File: config.mk
export PLATFORM = sky130hd
export DESIGN_NAME = timer_irq_router
export DESIGN_NICKNAME = d
export VERILOG_FILES = /design/src/rtl/timer_irq_router.sv
export SDC_FILE = /design/constraint.sdc
export NUM_CORES = 1
export LEC_CHECK = 0
export BUFFER_PORTS_ARGS = -buffer_cell sky130_fd_sc_hd__clkbuf_2
export CAP_MARGIN = 20
export CELL_PAD_IN_SITES_DETAIL_PLACEMENT = 1
export CELL_PAD_IN_SITES_GLOBAL_PLACEMENT = 1
export CORE_AREA = 2 2 156 158
export DETAILED_ROUTE_END_ITERATION = 16
export DIE_AREA = 0 0 158 160
export PLACE_DENSITY_LB_ADDON = 0.1
export RECOVER_POWER = 50
export SKIP_CTS_REPAIR_TIMING = 1
export SYNTH_ARGS = -nofsm -noshare
export SYNTH_HDL_FRONTEND = slang
export SYNTH_SLANG_ARGS = --single-unit
File: constraint.sdc
create_clock -name clk -period 3.5 [get_ports clk]
set_input_delay 0.525 -clock clk [delete_from_list [all_inputs] [get_ports clk]]
set_output_delay 0.525 -clock clk [all_outputs]
set_load 0.005 [all_outputs]
File: src/rtl/timer_irq_router.sv
module timer_irq_router #(
  parameter int NCH    = 4,
  parameter int NLINES = 32,
  parameter int LEG_A  = 0,
  parameter int LEG_B  = 8
) (
  input  logic                clk,
  input  logic                rst_n,
  input  logic                glb_en,
  input  logic                legacy_en,
  input  logic [NCH-1:0]      ch_en,
  input  logic [NCH-1:0]      ch_level,
  input  logic [NCH-1:0]      ch_msg,
  input  logic [NCH*$clog2(NLINES)-1:0] ch_route,
  input  logic [NCH*64-1:0]   ch_word,
  input  logic [NCH-1:0]      fire,
  input  logic                stat_wr,
  input  logic [NCH-1:0]      stat_wdata,
  input  logic                ext_tick,
  input  logic                ext_rtc,
  output logic [NLINES-1:0]   irq,
  output logic [NCH-1:0]      stat,
  output logic                msg_req,
  output logic [31:0]         msg_addr,
  output logic [31:0]         msg_data,
  output logic                tick_en
);
  localparam int RW = $clog2(NLINES);

  logic [NCH-1:0] live, hit, epulse, line_on;
  logic           tick_q, rtc_q;
  logic [RW-1:0]  dest [NCH];
  logic [NLINES-1:0] irq_c;

  assign live    = ch_en & {NCH{glb_en}};
  assign hit     = fire & live;
  assign line_on = stat | epulse;

  for (genvar g = 0; g < NCH; g++) begin : g_dest
    if (g == 0) begin : g_a
      assign dest[g] = legacy_en ? RW'(LEG_A) : ch_route[g*RW +: RW];
    end else if (g == 1) begin : g_b
      assign dest[g] = legacy_en ? RW'(LEG_B) : ch_route[g*RW +: RW];
    end else begin : g_n
      assign dest[g] = ch_route[g*RW +: RW];
    end
  end

  always_ff @(posedge clk) begin
    if (!rst_n) begin
      stat     <= '0;
      epulse   <= '0;
      msg_req  <= 1'b0;
      msg_addr <= '0;
      msg_data <= '0;
      tick_q   <= 1'b0;
      rtc_q    <= 1'b0;
      tick_en  <= 1'b1;
    end else begin
      tick_q  <= ext_tick;
      rtc_q   <= ext_rtc;
      tick_en <= !legacy_en;
      msg_req <= 1'b0;
      for (int i = NCH-1; i >= 0; i--) begin
        epulse[i] <= hit[i] && !ch_msg[i] && !ch_level[i];
        if (!live[i])
          stat[i] <= 1'b0;
        else if (hit[i] && !ch_msg[i])
          stat[i] <= ch_level[i];
        else if (stat_wr && stat_wdata[i])
          stat[i] <= 1'b0;
        if (hit[i] && ch_msg[i]) begin
          msg_req  <= 1'b1;
          msg_addr <= ch_word[i*64+32 +: 32];
          msg_data <= ch_word[i*64 +: 32];
        end
      end
    end
  end

  always_comb begin
    irq_c = '0;
    for (int i = 0; i < NCH; i++)
      if (line_on[i]) irq_c[dest[i]] = 1'b1;
    if (!legacy_en) begin
      irq_c[LEG_A] = irq_c[LEG_A] | tick_q;
      irq_c[LEG_B] = irq_c[LEG_B] | rtc_q;
    end
  end
  assign irq = irq_c;


  clear_takes_chk: assert property (@(posedge clk) disable iff (!rst_n)
    $past(rst_n) && $past(stat_wr) |-> (stat & $past(stat_wdata) & ~$past(fire)) == '0);

  glb_off_chk: assert property (@(posedge clk) disable iff (!rst_n)
    $past(rst_n) && !$past(glb_en) |-> stat == '0 && !msg_req);

  msg_src_chk: assert property (@(posedge clk) disable iff (!rst_n)
    msg_req |-> $past(glb_en) && $past(|(fire & ch_msg & ch_en)));

  edge_nostat_chk: assert property (@(posedge clk) disable iff (!rst_n)
    $past(rst_n) |-> (stat & $past(fire & ch_en & ~ch_level & ~ch_msg & {NCH{glb_en}})) == '0);

  tick_off_chk: assert property (@(posedge clk) disable iff (!rst_n)
    $past(rst_n) && $past(legacy_en) |-> !tick_en);
endmodule

==> metrics list, run 1 <==
- Run status: finished, final reports clean
- From bottom edge to top edge, the die measures 160 um.
* Worst path max stage delay: 1.11 ns
* Nets: 1340
- Summed over all layers, the global routing overflow is 0.
* Hpwl dp: 21.5 mm
* CTS Sinks: 76
- A synthesized cell averages 7.83 um2.
- The detailed router finished its first iteration with 410 violations.
* Ratio of routed vias to standard cells: 5.07
- Power density over the cells: 326 nW/um2
- Fin worst setup slack: 0.861 ns
* Sequential area share after synthesis: 0.297
- Post-route core utilization: 0.324
* Initial Util: 0.215
* Post-Synthesis Cells: 654
- Worst reg2reg setup slack: 2.80 ns
- Worst setup slack after placement: 0.962 ns
- The synthesized design spends more area on one cell type than any other, namely dfxtp_1.
- Counting stages on the worst path, the most repeated cell is clkbuf_2.
* Final Hold Vio Count: 0
- Insertion delay to the later sink of the worst-skew pair: 0.34 ns
- Top fanout value on the critical path: 61
- H-tree depth: 3
- Count of cell types in the netlist: 47
- GRT Util Overall: 0.211
* Placed inst area: 7480 um2
- Cell depth of the worst min-delay path: 2
- Number of clock buffers inserted by TritonCTS: 9
* Post-synth EDFFs: 0
- Summed over all cells, the static leakage comes to 3.43 nW.
- Maximum VDD drop: 0.174 mV
* WL/cell: 20.4 um
* Final setup TNS: 0 ns
* Worst-case hold path end point: epulse[2]
- Setup skew after layout: 0 ns
* Number of global-route vias before repair: 7089
- Share of cells above drive strength 1: 0.375
- Ordered cell list for the critical path: clkbuf_2 > nand4_1 > and2_2 > a31oi_4 > clkbuf_2 > a32o_1
* Number of buffers added on ports: 404
* Synthesized flop and latch total: 76
- Remaining antenna violation count after routing: 0
- In the routed design, unresolved DRC markers number 0.
- By area the synthesized netlist is led by dfxtp_1, a32o_1, nand2_1.
- Synth warnings: 0
- TritonCTS built the clock tree.
- Final Slew Violations: 0
- The total area inside the core boundary comes to 23800 um2.
- Drt pass-1 iters: 5
- Startpoint of the tightest hold check path: ch_level[2]
- Pin count of the biggest net entering global routing: 63
- Setup repair after global routing left no endpoint under its margin.
* Max Cap Viol: 0
* Worst setup EP type: register
* Number of antenna violations at the first check in global routing: 3
- STA classifies the critical path startpoint as an input port.
- Final setup violation count: 0
- Max-slew headroom at the worst pin: 0.00894
* Area growth from synthesis to layout: 50.4%
- Maximum achievable frequency: 0.379 GHz
* Startpoint of the worst register-to-register path: stat[0]
* Worst reg-to-reg path cell count: 2
* Destination of the worst register-to-register timing path: stat[0]
- Post-route minimum period: 2.64 ns
- The floorplan has 57 rows.
- The first global-routing pass estimated 40.9 mm of wire.
- The critical path in this run is classified as input port to register.
- Kind of path behind the tightest hold check: input port to register
- Overall power after layout: 0.00251 W
* Data required time of the critical path: 3.78 ns
- Post-synthesis async set-or-reset flop share: 0
- Vias: 6930
* I/O pin count: 405
* Post-detailed-routing wire length: 27.9 mm
- Total nets after synthesis: 957
* Tightest Pin Transition: 1.49 ns
* Most instantiated flip-flop cell in the synthesis netlist: dfxtp_1
* Final standard cell area without fillers: 7710 um2
- In this run the horizontal extent of the chip is 158 um.
* Cell at the slowest stage of the critical path: clkbuf_2
* Global placement routability congestion: 0.853
* Clock Tree Buf Depth: 2
* Clock slew seen by the registers of the worst setup and hold paths: 0.06 ns
* Clock root cell: clkbuf_16
- Dividing the final minimum period by the clock period gives 0.754.
- Top cell type's share of synthesized area: 0.297
- Summing every instance area after synthesis gives 5120 um2.
- Die ar.: 25300 um2
- CP Data Arrival Time: 2.92 ns
==> where the power goes <==
part,leakage [nW],internal (W),switching [W]
registers,0.621,0.000923,0.0000310
clock network,0.151,0.000616,0.000386
logic,2.66,0.000267,0.000288
==> cell usage in the layout, fill, tap and decap left out, types with 10 or more instances in the layout <==
| cell | n |
|---|---|
| clkbuf_1 | 53 |
| buf_4 | 13 |
| a32o_1 | 60 |
| nor2_1 | 23 |
| nand3b_1 | 11 |
| dfxtp_1 | 76 |
| o221ai_1 | 16 |
| nor3_1 | 17 |
| nand3_1 | 77 |
| a22oi_1 | 16 |
| clkbuf_2 | 351 |
| o211ai_1 | 10 |
| nand2_1 | 147 |
| o22a_1 | 62 |
==> metal layers <==
metal | track usage | part of all wire | up-vias
li1 | - | - | 3324
met1 | 0.253 | 0.41 | 3288
met2 | 0.363 | 0.49 | 290
met3 | 0.0651 | 0.087 | 26
met4 | 0.0598 | 0.014 | 2
met5 | 0 | 0.00047 | -
==> critical path: cells and delay by family <==
family,cells,cell delay (ns)
compound gates,2,0.46
buf+inv,2,1.35
simple gates,2,0.53
==> synth_stat cells (4+ instances only) <==
cell       number
nand2b_1        8
clkbuf_1       18
nand2_1       147
a32o_1         60
nand3_1        77
nor3_1         17
nand3b_1       11
a21oi_1         5
o21ai_0         6
o221ai_1       16
o22ai_1         9
dfxtp_1        76
o2bb2ai_1       4
a22oi_1        16
a221oi_1        5
a221o_1         4
buf_2          22
buf_6           7
o211ai_1       10
o22a_1         62
nor2_1         23
nor2b_1         4
inv_1           7
nor3b_1         6
==> through the flow <==
| stage | hold slack (ns) | cells |
|---|---|---|
| after floorplan | 0.456 | 654 |
| after global placement | 0.448 | 1350 |
| after detailed placement | 0.453 | 1350 |
| after CTS | 0.350 | 1364 |
| after global routing | 0.371 | 1366 |
| final | 0.368 | 1366 |
==> cell type report <==
cell class                 instances  area [um2]
timing repair buffer             421        2120
fill                            3094       16100
clock inverter                     5        78.8
inverter                           7        26.3
tap                              324         405
sequential                        76        1520
multi-input combinational        522        3330
antenna                            2        5.00
clock buffer                       9         225
==> cells by family (layout without fill, tap and decap cells) <==
kind of cell | after synthesis | after routing | share of synthesized area
flops | 76 | 76 | 0.297
simple gates | 312 | 312 | 0.288
compound gates | 210 | 210 | 0.358
buf+inv | 56 | 442 | 0.0574
other cells | 0 | 2 | 0
==> registers in the layout, indices dropped and copies added, names as in the netlist <==
name and count:
msg_addr 32, msg_req 1, tick_q 1, rtc_q 1
tick_en 1, msg_data 32, stat 4, epulse 4
==> how the worst max path moves through the flow <==
stage,start,end,cells after the start
CTS,stat[3],irq[30],5
global placement,legacy_en,irq[29],6
floorplan,legacy_en,irq[18],4
detailed placement,legacy_en,irq[29],6
global route,glb_en,msg_addr[25],6
finish,glb_en,msg_data[8],6
Note: power is estimated with default switching activity, not from simulation.
==> run 2: changes to the inputs <==
--- a/config.mk
+++ b/config.mk
@@ -9,9 +9,9 @@
 export CAP_MARGIN = 20
 export CELL_PAD_IN_SITES_DETAIL_PLACEMENT = 1
 export CELL_PAD_IN_SITES_GLOBAL_PLACEMENT = 1
-export CORE_AREA = 2 2 156 158
+export CORE_AREA = 2 2 159 161
 export DETAILED_ROUTE_END_ITERATION = 16
-export DIE_AREA = 0 0 158 160
+export DIE_AREA = 0 0 161 163
 export PLACE_DENSITY_LB_ADDON = 0.1
 export RECOVER_POWER = 50
 export SKIP_CTS_REPAIR_TIMING = 1
==> constraint.sdc (replaced) <==
create_clock -name clk -period 2.2 [get_ports clk]
set_input_delay 0.33 -clock clk [delete_from_list [all_inputs] [get_ports clk]]
set_output_delay 0.33 -clock clk [all_outputs]
set_load 0.005 [all_outputs]
==> run 2 against run 1 <==
Non-clock buffer count is 9 higher; global-route usage hardly changed; register-to-register slack worse by 1.3 ns; clock-buffer cell count is 2 higher; setup slack worse by 0.74 ns; flip-flop and latch count stayed put; sequential power is 59% higher; highest routed layer is now met4.
==> metrics list, run 2 (synthesized netlist as in run 1, its figures left out) <==
- Global placement routability congestion: 0.835 (was 0.853)
- Clock slew seen by the registers of the worst setup and hold paths: 0.06 ns (about the same)
- Worst reg-to-reg path cell count: 2 (unchanged)
- Insertion delay to the later sink of the worst-skew pair: 0.35 ns (was 0.34 ns)
- Final setup violation count: 0 (unchanged)
- Sum of overflow across all layers after global routing: 0 (unchanged)
- The total power divided by cell area was 506 nW/um2 (was 326 nW/um2).
- Busiest metal layer after global routing: met2 (unchanged)
- Share of cells above drive strength 1: 0.380 (was 0.375)
* Die boundary height: 163 um (was 160 um)
- Maximum VDD drop: 0.258 mV (was 0.174 mV)
- Startpoint of the tightest hold check path: ch_level[2] (unchanged)
* H-tree depth: 3 (unchanged)
- Met1 Usage GRT: 0.263 (was 0.253)
- The nature of the critical path endpoint is an output pin (was register).
* Pin count of the biggest net entering global routing: 65 (was 63)
* Detailed router's first-iteration violation count: 345 (was 410)
- Hpwl dp: 22.1 mm (was 21.5 mm)
* Placed inst area: 7560 um2 (was 7480 um2)
* Type of the worst setup path: register to output pin (was input port to register)
- Fraction of met3 tracks used by global routing: 0.0621 (was 0.0651)
- Number of non-filler instances in the completed layout: 1382 (was 1366)
- Destination of the worst register-to-register timing path: stat[3] (was stat[0])
* Cell row count: 58 (was 57)
- Leading cell types in the layout, fill and taps excluded: clkbuf_2, nand2_1, nand3_1, dfxtp_1, clkbuf_1 (was clkbuf_2, nand2_1, nand3_1).
- Max Cap Viol: 0 (unchanged)
- Final standard cell area without fillers: 7800 um2 (was 7710 um2)
* Net Sw Power: 0.00117 W (was 0.000705 W)
- Run status: finished, final reports clean (unchanged)
* Ratio of routed vias to standard cells: 5.04 (was 5.07)
* Number of clock buffers inserted by TritonCTS: 9 (unchanged)
- The footprint of the flip-flops and latches came to 1520 um2 (unchanged).
- Area growth from synthesis to layout: 52.3% (was 50.4%)
* P_leak: 3.45 nW (was 3.43 nW)
- Core footprint: 24700 um2 (was 23800 um2)
- Cell depth of the worst min-delay path: 2 (unchanged)
- Data required time of the critical path: 1.87 ns (was 3.78 ns)
- Kind of path behind the tightest hold check: input port to register (unchanged)
- The setup slack of the worst register-to-register path is 1.50 ns (was 2.80 ns).
* Multi-input combinational cell area: 3360 um2 (was 3330 um2)
- Startpoint of the worst register-to-register path: stat[3] (was stat[0])
- The switching part of the total power is 0.296 (was 0.281).
- Final setup TNS: 0 ns (unchanged)
* Number of inserted filler cells in the final layout: 3118 (was 3094)
- Die ar.: 26200 um2 (was 25300 um2)
- The worst path needs 2.08 ns of the cycle, external delays included.
* Clock Tree Buf Depth: 2 (unchanged)
* GRT Util Overall: 0.212 (was 0.211)
* Most common cell after layout, fill and taps aside: clkbuf_2 (unchanged)
- The number of hold violations in the final report is 0 (unchanged).
* Global Route met2 Usage: 0.360 (was 0.363)
- The internal power contribution was 0.00278 W (was 0.00180 W).
* Number of cells after detailed placement: 1364 (was 1350)
- The cell at the root of the clock tree is clkbuf_16 (unchanged).
- CTS tree: built (unchanged)
* Chip width: 161 um (was 158 um)
* Combinational share of power: 0.224 (was 0.221)
- The initial antenna violation count came to 1 (was 3).
* Flop pwr share: 0.384 (was 0.380)
- Maximum achievable frequency: 0.480 GHz
* Global-route wire length before repair: 42.6 mm (was 40.9 mm)
- Number of global-route vias before repair: 7185 (was 7089)
* Number of buffers added on ports: 404 (unchanged)
- Max-slew headroom at the worst pin: 0.425 (was 0.00894)
- The initial standard-cell utilization of the core was 0.208 (was 0.215).
- Setup skew after layout: 0 ns (unchanged)
- The arrival time of the worst setup path was 1.75 ns (was 2.92 ns).
- Drt pass-1 iters: 5 (unchanged)
* Final worst path period share: 0.947
- Post-detailed-routing wire length: 28.8 mm (was 27.9 mm)
- The layout net count was 1349 (was 1340).
- The average detailed-routed wire length per instance is 20.8 um (was 20.4 um).
- Final Slew Violations: 0 (unchanged)
- Top fanout value on the critical path: 8 (was 61)
- Post-route core utilization: 0.316 (was 0.324)
- Setup repair after global routing missed its margin: no (unchanged)
- The count of clock tree sinks is 76 (unchanged).
- Leading registers by flop count: msg_addr: 32 flops, msg_data: 32 flops (unchanged).
- The number of antenna-violating nets in the routed design came to 0 (unchanged).
- The worst hold slack was 0.173 ns (was 0.368 ns).
- I/O pin count: 405 (unchanged)
- Clock power frac: 0.391 (was 0.399)
- Worst setup SP type: register (was input port)
- Number of remaining DRC errors: 0 (unchanged)
- The capture endpoint of the worst hold path is epulse[2] (unchanged).
- Vias: 6962 (was 6930)
- The transition time at the pin with the least slew margin came to 0.863 ns (was 1.49 ns).
-- run 2: critical path: stages (launching register included) --
cell      delay [ns]
dfxtp_1         0.34
nor2_2          0.20
nor4b_2         0.07
buf_4           0.18
a221oi_1        0.33
o21ai_0         0.16
clkbuf_2        0.14
-- run 2: how the worst max path moves through the flow --
| stage | startpoint | to | slack (ns) |
|---|---|---|---|
| final | stat[1] | irq[30] | 0.12 |
| after global routing | stat[3] | irq[0] | 0.003 |
| after CTS | stat[3] | irq[0] | -0.20 |
| after detailed placement | ch_route[16] | irq[0] | 0.12 |
| after global placement | ch_route[16] | irq[0] | 0.11 |
| after floorplan | legacy_en | irq[18] | 0.57 |
-- run 2: area by class of cell --
class | count | share of cell area
inverters | 7 | 0.00337
multi-input cells | 522 | 0.430
clock buffers | 11 | 0.0298
well taps | 330 | 0.0529
clock inverters | 5 | 0.00786
flip-flops and latches | 76 | 0.195
repair buffers | 430 | 0.281
diodes | 1 | 0.000321
-- run 2: per-stage QoR --
step           worst slack (ns)  total power, W
2_1_floorplan             0.567         0.00193
3_3_place_gp              0.114         0.00246
3_5_place_dp              0.124         0.00247
4_1_cts                  -0.202         0.00405
5_1_grt                 0.00260         0.00416
6_report                  0.116         0.00395
-- run 2: per-layer routing --
layer,wire [um],share of wire
met3,2580,0.090
met1,11800,0.41
met5,0,0
met4,447,0.016
met2,13900,0.48
-- run 2: power by group through the flow --
stage	Sequential [W]	Combinational [W]	Clock [W]
2_1_floorplan	0.00155	0.000380	0
3_3_place_gp	0.00154	0.000919	0
3_5_place_dp	0.00155	0.000921	0
4_1_cts	0.00152	0.000926	0.00161
5_1_grt	0.00153	0.000987	0.00165
6_report	0.00152	0.000886	0.00154
==> run 3: changes to the inputs <==
--- a/config.mk
+++ b/config.mk
@@ -7,12 +7,9 @@
 export LEC_CHECK = 0
 export BUFFER_PORTS_ARGS = -buffer_cell sky130_fd_sc_hd__clkbuf_2
 export CAP_MARGIN = 20
-export CELL_PAD_IN_SITES_DETAIL_PLACEMENT = 1
-export CELL_PAD_IN_SITES_GLOBAL_PLACEMENT = 1
-export CORE_AREA = 2 2 159 161
+export CORE_AREA = 10 10 150 152
 export DETAILED_ROUTE_END_ITERATION = 16
-export DIE_AREA = 0 0 161 163
-export PLACE_DENSITY_LB_ADDON = 0.1
+export DIE_AREA = 0 0 160 162
 export RECOVER_POWER = 50
 export SKIP_CTS_REPAIR_TIMING = 1
 export SYNTH_ARGS = -nofsm -noshare
==> run 3 against run 2 <==
Global-route usage rose by 1.2 points; clock-buffer cell count is 2 lower; critical endpoint is now irq[8]; fmax is 1.4% lower.
==> metrics list, run 3 (synthesized netlist as in run 1, its figures left out) <==
* Maximum achievable frequency: 0.473 GHz (was 0.480 GHz)
- The leftover overflow at the end of global routing is 0 (unchanged).
- The total detailed-routing wirelength is 30.8 mm (was 28.8 mm).
* Max Cap Viol: 0 (unchanged)
- Number of global-route vias before repair: 7308 (was 7185)
- Worst path buffer plus inverter count: 1 (was 2)
- The HPWL reported at the end of detailed placement came to 25.0 mm (was 22.1 mm).
- Global-route wire length before repair: 45.6 mm (was 42.6 mm)
* Global Route met2 Usage: 0.383 (was 0.360)
- Maximum VDD drop: 0.410 mV (was 0.258 mV)
* WL/cell: 23.2 um (was 20.8 um)
- Tightest Pin Transition: 0.770 ns (was 0.863 ns)
* Clock power frac: 0.410 (was 0.391)
- Remaining antenna violation count after routing: 0 (unchanged)
- The vertical die dimension was 162 um (was 163 um).
* Final Hold Vio Count: 0 (unchanged)
- The count of input and output buffers came to 404 (unchanged).
* Met1 Usage GRT: 0.263 (about the same)
* Ratio of routed vias to standard cells: 5.34 (was 5.04)
* Power density over the cells: 527 nW/um2 (was 506 nW/um2)
- Final setup violation count: 0 (unchanged)
- Chip width: 160 um (was 161 um)
- Number of non-filler instances in the completed layout: 1327 (was 1382)
* Run status: finished, final reports clean (unchanged)
- The share of total power in combinational logic was 0.222 (was 0.224).
- Most common cell after layout, fill and taps aside: clkbuf_2 (unchanged)
- Fraction of met3 tracks used by global routing: 0.0652 (was 0.0621)
* Clock Tree Buf Depth: 2 (unchanged)
- The shortest clock period the worst path allows after layout came to 2.11 ns (was 2.08 ns).
* Internal cell power: 0.00292 W (was 0.00278 W)
- I/O pin count: 405 (unchanged)
- The required arrival time at the worst endpoint was 1.87 ns (about the same).
- The largest net degree at the start of global routing was 62 (was 65).
- The initial detailed-routing violation count came to 494 (was 345).
- Ordered cell list for the critical path: nor2_1 > nor3_2 > a22o_1 > a211o_1 > clkbuf_2 (was nor2_2 > nor4b_2 > buf_4 > a221oi_1 > o21ai_0 > clkbuf_2).
- Number of clock buffers inserted by TritonCTS: 9 (unchanged)
- P_leak: 3.50 nW (was 3.45 nW)
* Type of the worst setup path: register to output pin (unchanged)
- Flop pwr share: 0.368 (was 0.384)
* Area growth from synthesis to layout: 52.8% (was 52.3%)
- Max-slew headroom at the worst pin: 0.487 (was 0.425)
* Worst setup EP type: output pin (unchanged)
- Final Slew Violations: 0 (unchanged)
- Kind of path behind the tightest hold check: input port to register (unchanged)
* Number of cells after detailed placement: 1310 (was 1364)
- Placed inst area: 7580 um2 (was 7560 um2)
* Number of inserted filler cells in the final layout: 2111 (was 3118)
- CTS tree: built (unchanged)
* H-tree depth: 3 (unchanged)
* Initial Util: 0.264 (was 0.208)
- CP Data Arrival Time: 1.78 ns (was 1.75 ns)
- Vias: 7086 (was 6962)
- The clock transition at the registers of the reported paths came to 0.06 ns (about the same).
- Nets: 1359 (was 1349)
- Insertion delay to the later sink of the worst-skew pair: 0.34 ns (was 0.35 ns)
- GRT Util Overall: 0.224 (was 0.212)
- The critical path's top delay family is simple AND/OR/NAND/NOR gates (was compound AO/OA/AOI/OAI gates).
- The final worst-path cycle share is 0.961 (was 0.947).
* Net Sw Power: 0.00120 W (was 0.00117 W)
- The standard cell core area is 19400 um2 (was 24700 um2).
- The cell with the largest stage delay on the worst path is nor3_2 (was dfxtp_1).
- Worst setup SP type: register (unchanged)
- The post-route standard cell area excluding fillers came to 7830 um2 (was 7800 um2).
- The post-layout worst setup margin is 0.0868 ns (was 0.116 ns).
* Global placement routability congestion: 0.972 (was 0.835)
- The cell at the root of the clock tree is clkbuf_16 (unchanged).
* Leading registers by flop count: msg_addr: 32 flops, msg_data: 32 flops (unchanged)
- CTS Sinks: 76 (unchanged)
- Number of antenna violations at the first check in global routing: 1 (unchanged)
- The worst slack after detailed placement came to 0.127 ns (was 0.124 ns).
* Worst path max stage delay: 0.49 ns (was 0.34 ns)
- Number of remaining DRC errors: 0 (unchanged)
* Sw Share: 0.292 (was 0.296)
* Setup skew after layout: 0 ns (unchanged)
- The fraction of the core area covered by cells at the end of the flow is 0.404 (was 0.316).
* Final worst hold slack: 0.180 ns (was 0.173 ns)
- The maximum fanout along the worst path is 7 (was 8).
- The number of search-and-repair iterations in the first detailed-routing pass was 5 (unchanged).
* Die ar.: 25900 um2 (was 26200 um2)
- The layer with the highest usage after global routing is met2 (unchanged).
- Leading cell types in the layout, fill and taps excluded: clkbuf_2, nand2_1, nand3_1, dfxtp_1, clkbuf_1 (unchanged)
* Cell row count: 51 (was 58)
- The share of cells above drive strength 1 is 0.380 (about the same).
run 3: final timing paths:
path | start | endpoint | slack (ns) | cells after the start
worst max-delay path | stat[3] | irq[8] | 0.09 | 5
worst min-delay path | ch_level[1] | epulse[1] | 0.18 | 2
worst max register to register | stat[0] | stat[0] | 1.26 | 3
worst min register to register | msg_addr[28] | msg_addr[28] | 0.46 | 1
run 3: cell type report:
type,count,area (um2),share of cell area
Inverter,7,26.3,0.00336
Clock buffer,9,225,0.0288
Sequential cell,76,1520,0.194
Tap cell,265,332,0.0424
Timing Repair Buffer,440,2270,0.289
Clock inverter,7,105,0.0134
Multi-Input combinational cell,522,3350,0.428
Antenna cell,1,2.50,0.000320
run 3: layer usage:
metal  vias to the layer above  share of wire  wire length [um]
met5                         -              0                 0
met4                         0          0.029               879
met3                        57          0.086              2660
met2                       380           0.50             15400
met1                      3285           0.39             11900
li1                       3364              -                 -
run 3: worst register-to-register path, cell delays in order, from the launching register on:
cell and delay, ns:
dfxtp_1 0.36, clkbuf_1 0.25, nand3_1 0.11, a21oi_1 0.16
run 3: per-stage QoR:
step | power, W | TNS (ns)
floorplan | 0.00193 | 0
global placement | 0.00248 | 0
detailed placement | 0.00248 | 0
CTS | 0.00419 | -1.20
global route | 0.00433 | -0.0340
finish | 0.00412 | 0
run 3: power groups by stage:
stage | sequential, W | clock (W) | combinational [W]
2_1_floorplan | 0.00155 | 0 | 0.000380
3_3_place_gp | 0.00154 | 0 | 0.000938
3_5_place_dp | 0.00155 | 0 | 0.000938
4_1_cts | 0.00152 | 0.00173 | 0.000943
5_1_grt | 0.00153 | 0.00180 | 0.00100
6_report | 0.00152 | 0.00169 | 0.000917
